[config.mk]
export PLATFORM = sky130hd
export DESIGN_NAME = uart_modem_ctl
export DESIGN_NICKNAME = d
export VERILOG_FILES = /design/src/rtl/uart_modem_pkg.sv /design/src/rtl/modem_sync.sv /design/src/rtl/modem_status.sv /design/src/rtl/bus_select.sv /design/src/rtl/uart_modem_ctl.sv
export SDC_FILE = /design/constraint.sdc
export NUM_CORES = 1
export LEC_CHECK = 0
export BUFFER_PORTS_ARGS = -buffer_cell sky130_fd_sc_hd__buf_4
export CORE_MARGIN = 5
export CORE_UTILIZATION = 41
export CTS_CLUSTER_DIAMETER = 120
export DETAILED_ROUTE_END_ITERATION = 7
export PLACE_DENSITY = 0.74
export SLEW_MARGIN = 20
export SYNTH_ARGS = -nofsm -noshare
export SYNTH_HDL_FRONTEND = slang
export SYNTH_SLANG_ARGS = --single-unit
[constraint.sdc]
create_clock -name clk -period 1.2 [get_ports clk]
set_clock_uncertainty 0.2 [all_clocks]
set_input_delay 0.18 -clock clk [delete_from_list [all_inputs] [get_ports clk]]
set_output_delay 0.18 -clock clk [all_outputs]
set_load 0.01 [all_outputs]
[src/rtl/uart_modem_pkg.sv]
// Shared constants for the modem handshake block.
// Assumes an 8-bit data bus and four modem lines. The index of each line is
// both its change-flag bit and (plus NUM_LINES) its level bit.
package uart_modem_pkg;
    localparam int NUM_LINES = 4;
    localparam int LINE_CTS  = 0;
    localparam int LINE_DSR  = 1;
    localparam int LINE_RI   = 2;
    localparam int LINE_DCD  = 3;

    localparam int REG_CTRL   = 4;
    localparam int REG_STATUS = 6;

    localparam int CTRL_DTR_BIT  = 0;
    localparam int CTRL_LOOP_BIT = 4;
    localparam int CTRL_BITS     = 5;
endpackage

[src/rtl/modem_sync.sv]
// Two-or-more-stage synchronizer for the active-low modem lines, plus one
// extra sample used for change detection.
// Assumes the pins idle high; all stages reset to 1 so reset makes no change.
module modem_sync #(
    parameter int WIDTH  = 4,
    parameter int STAGES = 2
) (
    input  logic             clk,
    input  logic             rst_n,
    input  logic [WIDTH-1:0] pins_n,
    output logic [WIDTH-1:0] sync_n,
    output logic [WIDTH-1:0] prev_n
);
    logic [WIDTH-1:0] stage_q [STAGES];

    // First stage captures the asynchronous pins.
    always_ff @(posedge clk) begin
        if (!rst_n) stage_q[0] <= '1;
        else        stage_q[0] <= pins_n;
    end

    // Remaining stages settle metastability.
    for (genvar s = 1; s < STAGES; s++) begin : g_stage
        always_ff @(posedge clk) begin
            if (!rst_n) stage_q[s] <= '1;
            else        stage_q[s] <= stage_q[s-1];
        end
    end

    // Previous synchronized sample for edge detection.
    always_ff @(posedge clk) begin
        if (!rst_n) prev_n <= '1;
        else        prev_n <= stage_q[STAGES-1];
    end

    assign sync_n = stage_q[STAGES-1];
endmodule

[src/rtl/modem_status.sv]
// Modem status register: level bits, sticky change flags and the
// modem-status interrupt request.
// Assumes clr_req is a one-cycle selected read of the status address;
// a change arriving in the clearing cycle is kept.
module modem_status
    import uart_modem_pkg::*;
#(
    parameter int WIDTH = NUM_LINES
) (
    input  logic             clk,
    input  logic             rst_n,
    input  logic [WIDTH-1:0] sync_n,
    input  logic [WIDTH-1:0] prev_n,
    input  logic             clr_req,
    input  logic             msi_en,
    input  logic             auto_cts_en,
    output logic [2*WIDTH-1:0] status,
    output logic             msi_req
);
    logic [WIDTH-1:0] chg;
    logic [WIDTH-1:0] irq_mask;
    logic [WIDTH-1:0] flag_q;
    logic             irq_evt;

    // Per-line change detect: RI on its trailing edge only, others on any edge.
    for (genvar i = 0; i < WIDTH; i++) begin : g_chg
        if (i == LINE_RI) begin : g_trail
            assign chg[i] = ~prev_n[i] & sync_n[i];
        end else begin : g_any
            assign chg[i] = prev_n[i] ^ sync_n[i];
        end
    end

    // Interrupt mask: CTS is excluded while hardware flow control owns it.
    always_comb begin
        irq_mask = '1;
        if (auto_cts_en) irq_mask[LINE_CTS] = 1'b0;
    end

    assign irq_evt = msi_en & |(chg & irq_mask);

    // Sticky change flags, cleared by a status read, new changes win.
    always_ff @(posedge clk) begin
        if (!rst_n) flag_q <= '0;
        else        flag_q <= (clr_req ? '0 : flag_q) | chg;
    end

    // Interrupt request held until serviced by a status read.
    always_ff @(posedge clk) begin
        if (!rst_n) msi_req <= 1'b0;
        else        msi_req <= (msi_req & ~clr_req) | irq_evt;
    end

    assign status = {~sync_n, flag_q};

    assert_clear_on_read_R5: assert property (@(posedge clk) disable iff (!rst_n)
        (clr_req && chg == '0) |=> (flag_q == '0 && !msi_req));
    assert_irq_hold_R11: assert property (@(posedge clk) disable iff (!rst_n)
        (msi_req && !clr_req) |=> msi_req);
    assert_irq_needs_enable_R6: assert property (@(posedge clk) disable iff (!rst_n)
        (!msi_req && !msi_en) |=> !msi_req);
    assert_cts_masked_R7: assert property (@(posedge clk) disable iff (!rst_n)
        (!msi_req && auto_cts_en && !chg[LINE_DSR] && !chg[LINE_RI] && !chg[LINE_DCD])
        |=> !msi_req);
endmodule

[src/rtl/bus_select.sv]
// Chip-select decode and bus driver-disable generation.
// Assumes strobes are synchronous to clk; outputs are combinational.
module bus_select (
    input  logic clk,
    input  logic rst_n,
    input  logic cs_a,
    input  logic cs_b,
    input  logic cs_c_n,
    input  logic rd_en,
    input  logic wr_en,
    output logic sel_rd,
    output logic sel_wr,
    output logic drv_dis
);
    logic sel;

    // Decode the three-line select into one enable.
    always_comb begin
        sel    = cs_a & cs_b & ~cs_c_n;
        sel_rd = sel & rd_en;
        sel_wr = sel & wr_en;
    end

    assign drv_dis = sel_rd;

    assert_drv_idle_R10: assert property (@(posedge clk) disable iff (!rst_n)
        (!rd_en || cs_c_n) |-> !drv_dis);
endmodule

[src/rtl/uart_modem_ctl.sv]
// Top of the modem handshake block: control register, read mux and
// instances of the select decode, synchronizer and status logic.
// Assumes a synchronous active-low master reset and single-cycle strobes.
module uart_modem_ctl
    import uart_modem_pkg::*;
#(
    parameter int DATA_W      = 8,
    parameter int ADDR_W      = 3,
    parameter int SYNC_STAGES = 2
) (
    input  logic              clk,
    input  logic              rst_n,
    input  logic              cs_a,
    input  logic              cs_b,
    input  logic              cs_c_n,
    input  logic [ADDR_W-1:0] addr,
    input  logic [DATA_W-1:0] wr_data,
    input  logic              rd_en,
    input  logic              wr_en,
    output logic [DATA_W-1:0] rd_data,
    input  logic              cts_n,
    input  logic              dsr_n,
    input  logic              dcd_n,
    input  logic              ri_n,
    input  logic              msi_en,
    input  logic              auto_cts_en,
    output logic              dtr_n,
    output logic              loop_mode,
    output logic              tx_permit,
    output logic              msi_req,
    output logic              drv_dis
);
    localparam logic [DATA_W-1:0] CTRL_MASK = DATA_W'((1 << CTRL_BITS) - 1);
    localparam logic [ADDR_W-1:0] A_CTRL    = ADDR_W'(REG_CTRL);
    localparam logic [ADDR_W-1:0] A_STATUS  = ADDR_W'(REG_STATUS);

    logic                   sel_rd, sel_wr;
    logic [NUM_LINES-1:0]   pins_n, sync_n, prev_n;
    logic [2*NUM_LINES-1:0] status;
    logic [DATA_W-1:0]      ctrl_q;
    logic                   clr_req;

    bus_select u_sel (
        .clk(clk), .rst_n(rst_n), .cs_a(cs_a), .cs_b(cs_b), .cs_c_n(cs_c_n),
        .rd_en(rd_en), .wr_en(wr_en), .sel_rd(sel_rd), .sel_wr(sel_wr),
        .drv_dis(drv_dis)
    );

    // Gather the pins in line-index order.
    always_comb begin
        pins_n           = '1;
        pins_n[LINE_CTS] = cts_n;
        pins_n[LINE_DSR] = dsr_n;
        pins_n[LINE_RI]  = ri_n;
        pins_n[LINE_DCD] = dcd_n;
    end

    modem_sync #(.WIDTH(NUM_LINES), .STAGES(SYNC_STAGES)) u_sync (
        .clk(clk), .rst_n(rst_n), .pins_n(pins_n), .sync_n(sync_n), .prev_n(prev_n)
    );

    assign clr_req = sel_rd && (addr == A_STATUS);

    modem_status #(.WIDTH(NUM_LINES)) u_stat (
        .clk(clk), .rst_n(rst_n), .sync_n(sync_n), .prev_n(prev_n),
        .clr_req(clr_req), .msi_en(msi_en), .auto_cts_en(auto_cts_en),
        .status(status), .msi_req(msi_req)
    );

    // Control register: written only at its own address when selected.
    always_ff @(posedge clk) begin
        if (!rst_n)                       ctrl_q <= '0;
        else if (sel_wr && addr == A_CTRL) ctrl_q <= wr_data & CTRL_MASK;
    end

    // Read mux: zero unless a selected read hits a known register.
    always_comb begin
        rd_data = '0;
        if (sel_rd) begin
            if (addr == A_STATUS)    rd_data = DATA_W'(status);
            else if (addr == A_CTRL) rd_data = ctrl_q;
        end
    end

    assign loop_mode = ctrl_q[CTRL_LOOP_BIT];
    assign dtr_n     = ~(ctrl_q[CTRL_DTR_BIT] & ~ctrl_q[CTRL_LOOP_BIT]);
    assign tx_permit = ~sync_n[LINE_CTS];

    assert_unselected_hold_R9: assert property (@(posedge clk) disable iff (!rst_n)
        !sel_wr |=> $stable(ctrl_q));
    assert_loop_forces_dtr_R8: assert property (@(posedge clk) disable iff (!rst_n)
        loop_mode |-> dtr_n);
endmodule

==> results.json <==
{
  "outcome": "finished, violations left",
  "failed_checks": "setup timing",
  "cts_root_buf": "clkbuf_4",
  "synth_most_common_cell": "dfxtp_1",
  "drtIter0Drc": 24,
  "instances_no_fill": 177,
  "worstPathCellList": "buf_6 -> nand4b_4 -> or3b_4 -> a211oi_4 -> buf_4",
  "required_ns": 0.82,
  "cts_tree": "done",
  "tightest_slew_ns": 0.2404,
  "holdWs_ns": 0.02844,
  "endpoint": "rd_data[4]",
  "grtUsageTotal_pct": 15.06,
  "rsz0062_at_grt": "true",
  "drc": 0,
  "critPathLaunchType": "input pin",
  "critPathMaxFanout": 5,
  "portBuffers": 33,
  "crit_slowest_cell": "or3b_4",
  "cts_made_buffers": 3,
  "dieArea_um2": 3213,
  "drv_cap": 0,
  "die_w_um": 56.68,
  "cts_max_path_buffers": 2,
  "wl_per_cell_um": 13.26,
  "grt_overflow": 0,
  "antenna_found_initial": 0,
  "area_delta_synth_final_pct": 65.69,
  "crit_type": "in -> out",
  "drtPass1Iterations": 4,
  "period_share_pct": 129.2,
  "insertion_delay_ns": 0.30,
  "arrival_ns": 1.17,
  "max-vdd-ir-drop_mv": 0.8415,
  "synth-seq-cells": 22,
  "hold_class": "in -> reg",
  "dp_cells": 163,
  "fmax_mhz": 645.0,
  "synth_edf_count": 0,
  "synthDistinctLibCells": 25,
  "core.rowCount": 17,
  "drive_gt1_share_pct": 44.97,
  "netlist.top_cell.by_area": "dfxtp_1",
  "power.density_nw_per_um2": 1052,
  "syn-num-nets": 116,
  "avgSynthCellArea_um2": 9.710,
  "clk_pin_slew_ns": 0.12,
  "syn_area_um2": 893.4,
  "r2r_end": "u_stat.msi_req$_SDFF_PN0_",
  "cts.sinks": 22,
  "synth_top_area_share_pct": 49.30,
  "gp_congestion": 0.7954,
  "viasPerCell": 4.808,
  "ys_warn_count": 0,
  "nNetsFinal": 174,
  "setup_viol": 12,
  "r2r_cells": 3,
  "synth_area_leaders": "dfxtp_1 (49%), nand2b_1 (9.1%), a21oi_1 (5.0%), o21ai_0 (5.0%), mux2i_1 (4.5%)",
  "antenna_left": 0,
  "grt_pass1_wl_mm": 3.822,
  "grt_pass1_vias": 856,
  "cts_setup_buffers": 0,
  "async_flop_share_pct": 0,
  "via_count": 851,
  "cp-end-kind": "output pin",
  "p_leak_uw": 0.0006410,
  "slowest_delay_ns": 0.43,
  "grt_max_degree": 14,
  "core_region_area_um2": 2148,
  "finalHoldViolCount": 0,
  "drt_wl_total_mm": 2.347,
  "ff2ff_setup_slack_ns": -0.04,
  "synthTopCellsByCount": "dfxtp_1 (22), nand2b_1 (13), a21oi_1 (9), o21ai_0 (9), nor2_1 (8)",
  "synth_cells": 92,
  "ys_seq_area_share_pct": 49.30,
  "fin_crit_ns": 1.550,
  "io_pins": 37,
  "crit_start": "cs_c_n",
  "setup_ws_ns": -0.3504,
  "reg2reg_from": "u_sync.prev_n[1]$_SDFF_PN1_",
  "synthFlopType": "dfxtp_1",
  "diodes": 0,
  "maxSlewHeadroom_pct": 83.88,
  "htreeDepth": 1,
  "die_y_um": 56.68,
  "slew_violations": 0,
  "start_util_pct": 41.58,
  "dp_hpwl_mm": 1.574
}
cell families after synthesis:
family | after synthesis | share of synthesized area (%)
AOI/OAI and AO/OA | 21 | 13.30
xor gates and xnor gates | 3 | 2.942
buffers and inverters | 5 | 2.941
DFF | 22 | 49.30
muxes | 4 | 4.482
and+or+nand+nor | 37 | 27.03
per-stage QoR:
step                      utilization [%]  setup WS, ns  setup TNS [ns]  cell area (um2)  total power [uW]
after floorplan                         -       -0.1530         -0.8576            913.4             866.0
after global placement              59.00       -0.3578          -3.213             1267             966.2
after detailed placement            59.00       -0.3609          -3.324             1267             971.3
after CTS                           68.49       -0.3439          -2.592             1471              1561
after global routing                68.90       -0.3907          -3.134             1480              1628
final                               68.90       -0.3504          -2.672             1480              1557
report_power, final:
part	internal, uW	switching [uW]	total, uW
Combinational	137	83.1	221
Clock	338	222	560
Sequential	761	15.7	777
Total	1240	321	1560
state kept, by name, indices dropped and copies added, names as in the netlist:
register,cells
u_sync.stage_q,8
ctrl_q,5
u_stat.flag_q,4
u_stat.msi_req,1
u_sync.prev_n,4
timing repair:
item,in CTS,in global routing
pin swaps,2,1
hold buffers,10,0
endpoints found under the setup margin,12,13
resized for setup,16,3
endpoints found under the hold margin,11,0
per-layer routing:
| layer | vias to the layer above | wire length, um | global-route usage, % | part of all wire [%] |
|---|---|---|---|---|
| li1 | 434 | - | - | - |
| met1 | 388 | 987 | 16.53 | 42 |
| met2 | 25 | 1195 | 26.57 | 51 |
| met3 | 4 | 136 | 3.678 | 5.8 |
| met4 | 0 | 27 | 7.458 | 1.2 |
| met5 | - | 0 | 0 | 0 |
worst max-delay path: cells and delay by family:
family                 cells  cell delay (ns)
AO/OA/AOI/OAI              1             0.15
buffers and inverters      2             0.24
AND/OR/NAND/NOR            2             0.60
layout by cell type (no fill, tap or decap):
cell           instances
a211oi_4               1
and4bb_2               1
mux2i_1                4
nand3b_4               1
a311o_1                1
nand4b_4               1
nor2_1                 6
nand2_1                2
nand2b_1              12
nand4bb_1              1
inv_2                  1
clkinv_1               1
a31oi_1                1
xnor2_1                1
buf_4                 39
and3b_1                1
or3b_4                 1
nor3_1                 1
xnor2_2                2
dfxtp_1               16
buf_6                  6
nand3b_1               1
clkbuf_4               3
nand2b_4               1
o21ai_0                9
nor2_2                 2
dfxtp_2                6
bufinv_16              1
nand3_1                5
dlygate4sd3_1         10
a21oi_1                9
inv_1                  1
or2_4                  1
final cells by class:
| cell class | instances | area [um2] |
|---|---|---|
| flip-flops and latches | 22 | 447.9 |
| repair buffers | 55 | 460.4 |
| clock buffers | 3 | 22.52 |
| well taps | 28 | 35.03 |
| inverters | 3 | 11.26 |
| multi-input cells | 65 | 473.0 |
| clock inverters | 1 | 30.03 |
| fillers | 167 | 668.1 |
how the worst min path moves through the flow:
stage / slack, ns / cells past startpoint / start / to
2_1_floorplan: 0.05 / 1 / rst_n / u_sync.stage_q[1][3]$_SDFF_PN1_
3_3_place_gp: 0.16 / 2 / dcd_n / u_sync.stage_q[0][3]$_SDFF_PN1_
3_5_place_dp: 0.17 / 2 / dcd_n / u_sync.stage_q[0][3]$_SDFF_PN1_
4_1_cts: 0.03 / 3 / rst_n / u_sync.stage_q[1][1]$_SDFF_PN1_
5_1_grt: 0.01 / 3 / rst_n / u_sync.prev_n[1]$_SDFF_PN1_
6_report: 0.03 / 3 / rst_n / u_sync.stage_q[1][0]$_SDFF_PN1_
No activity file was read; power rests on OpenSTA's default activity.
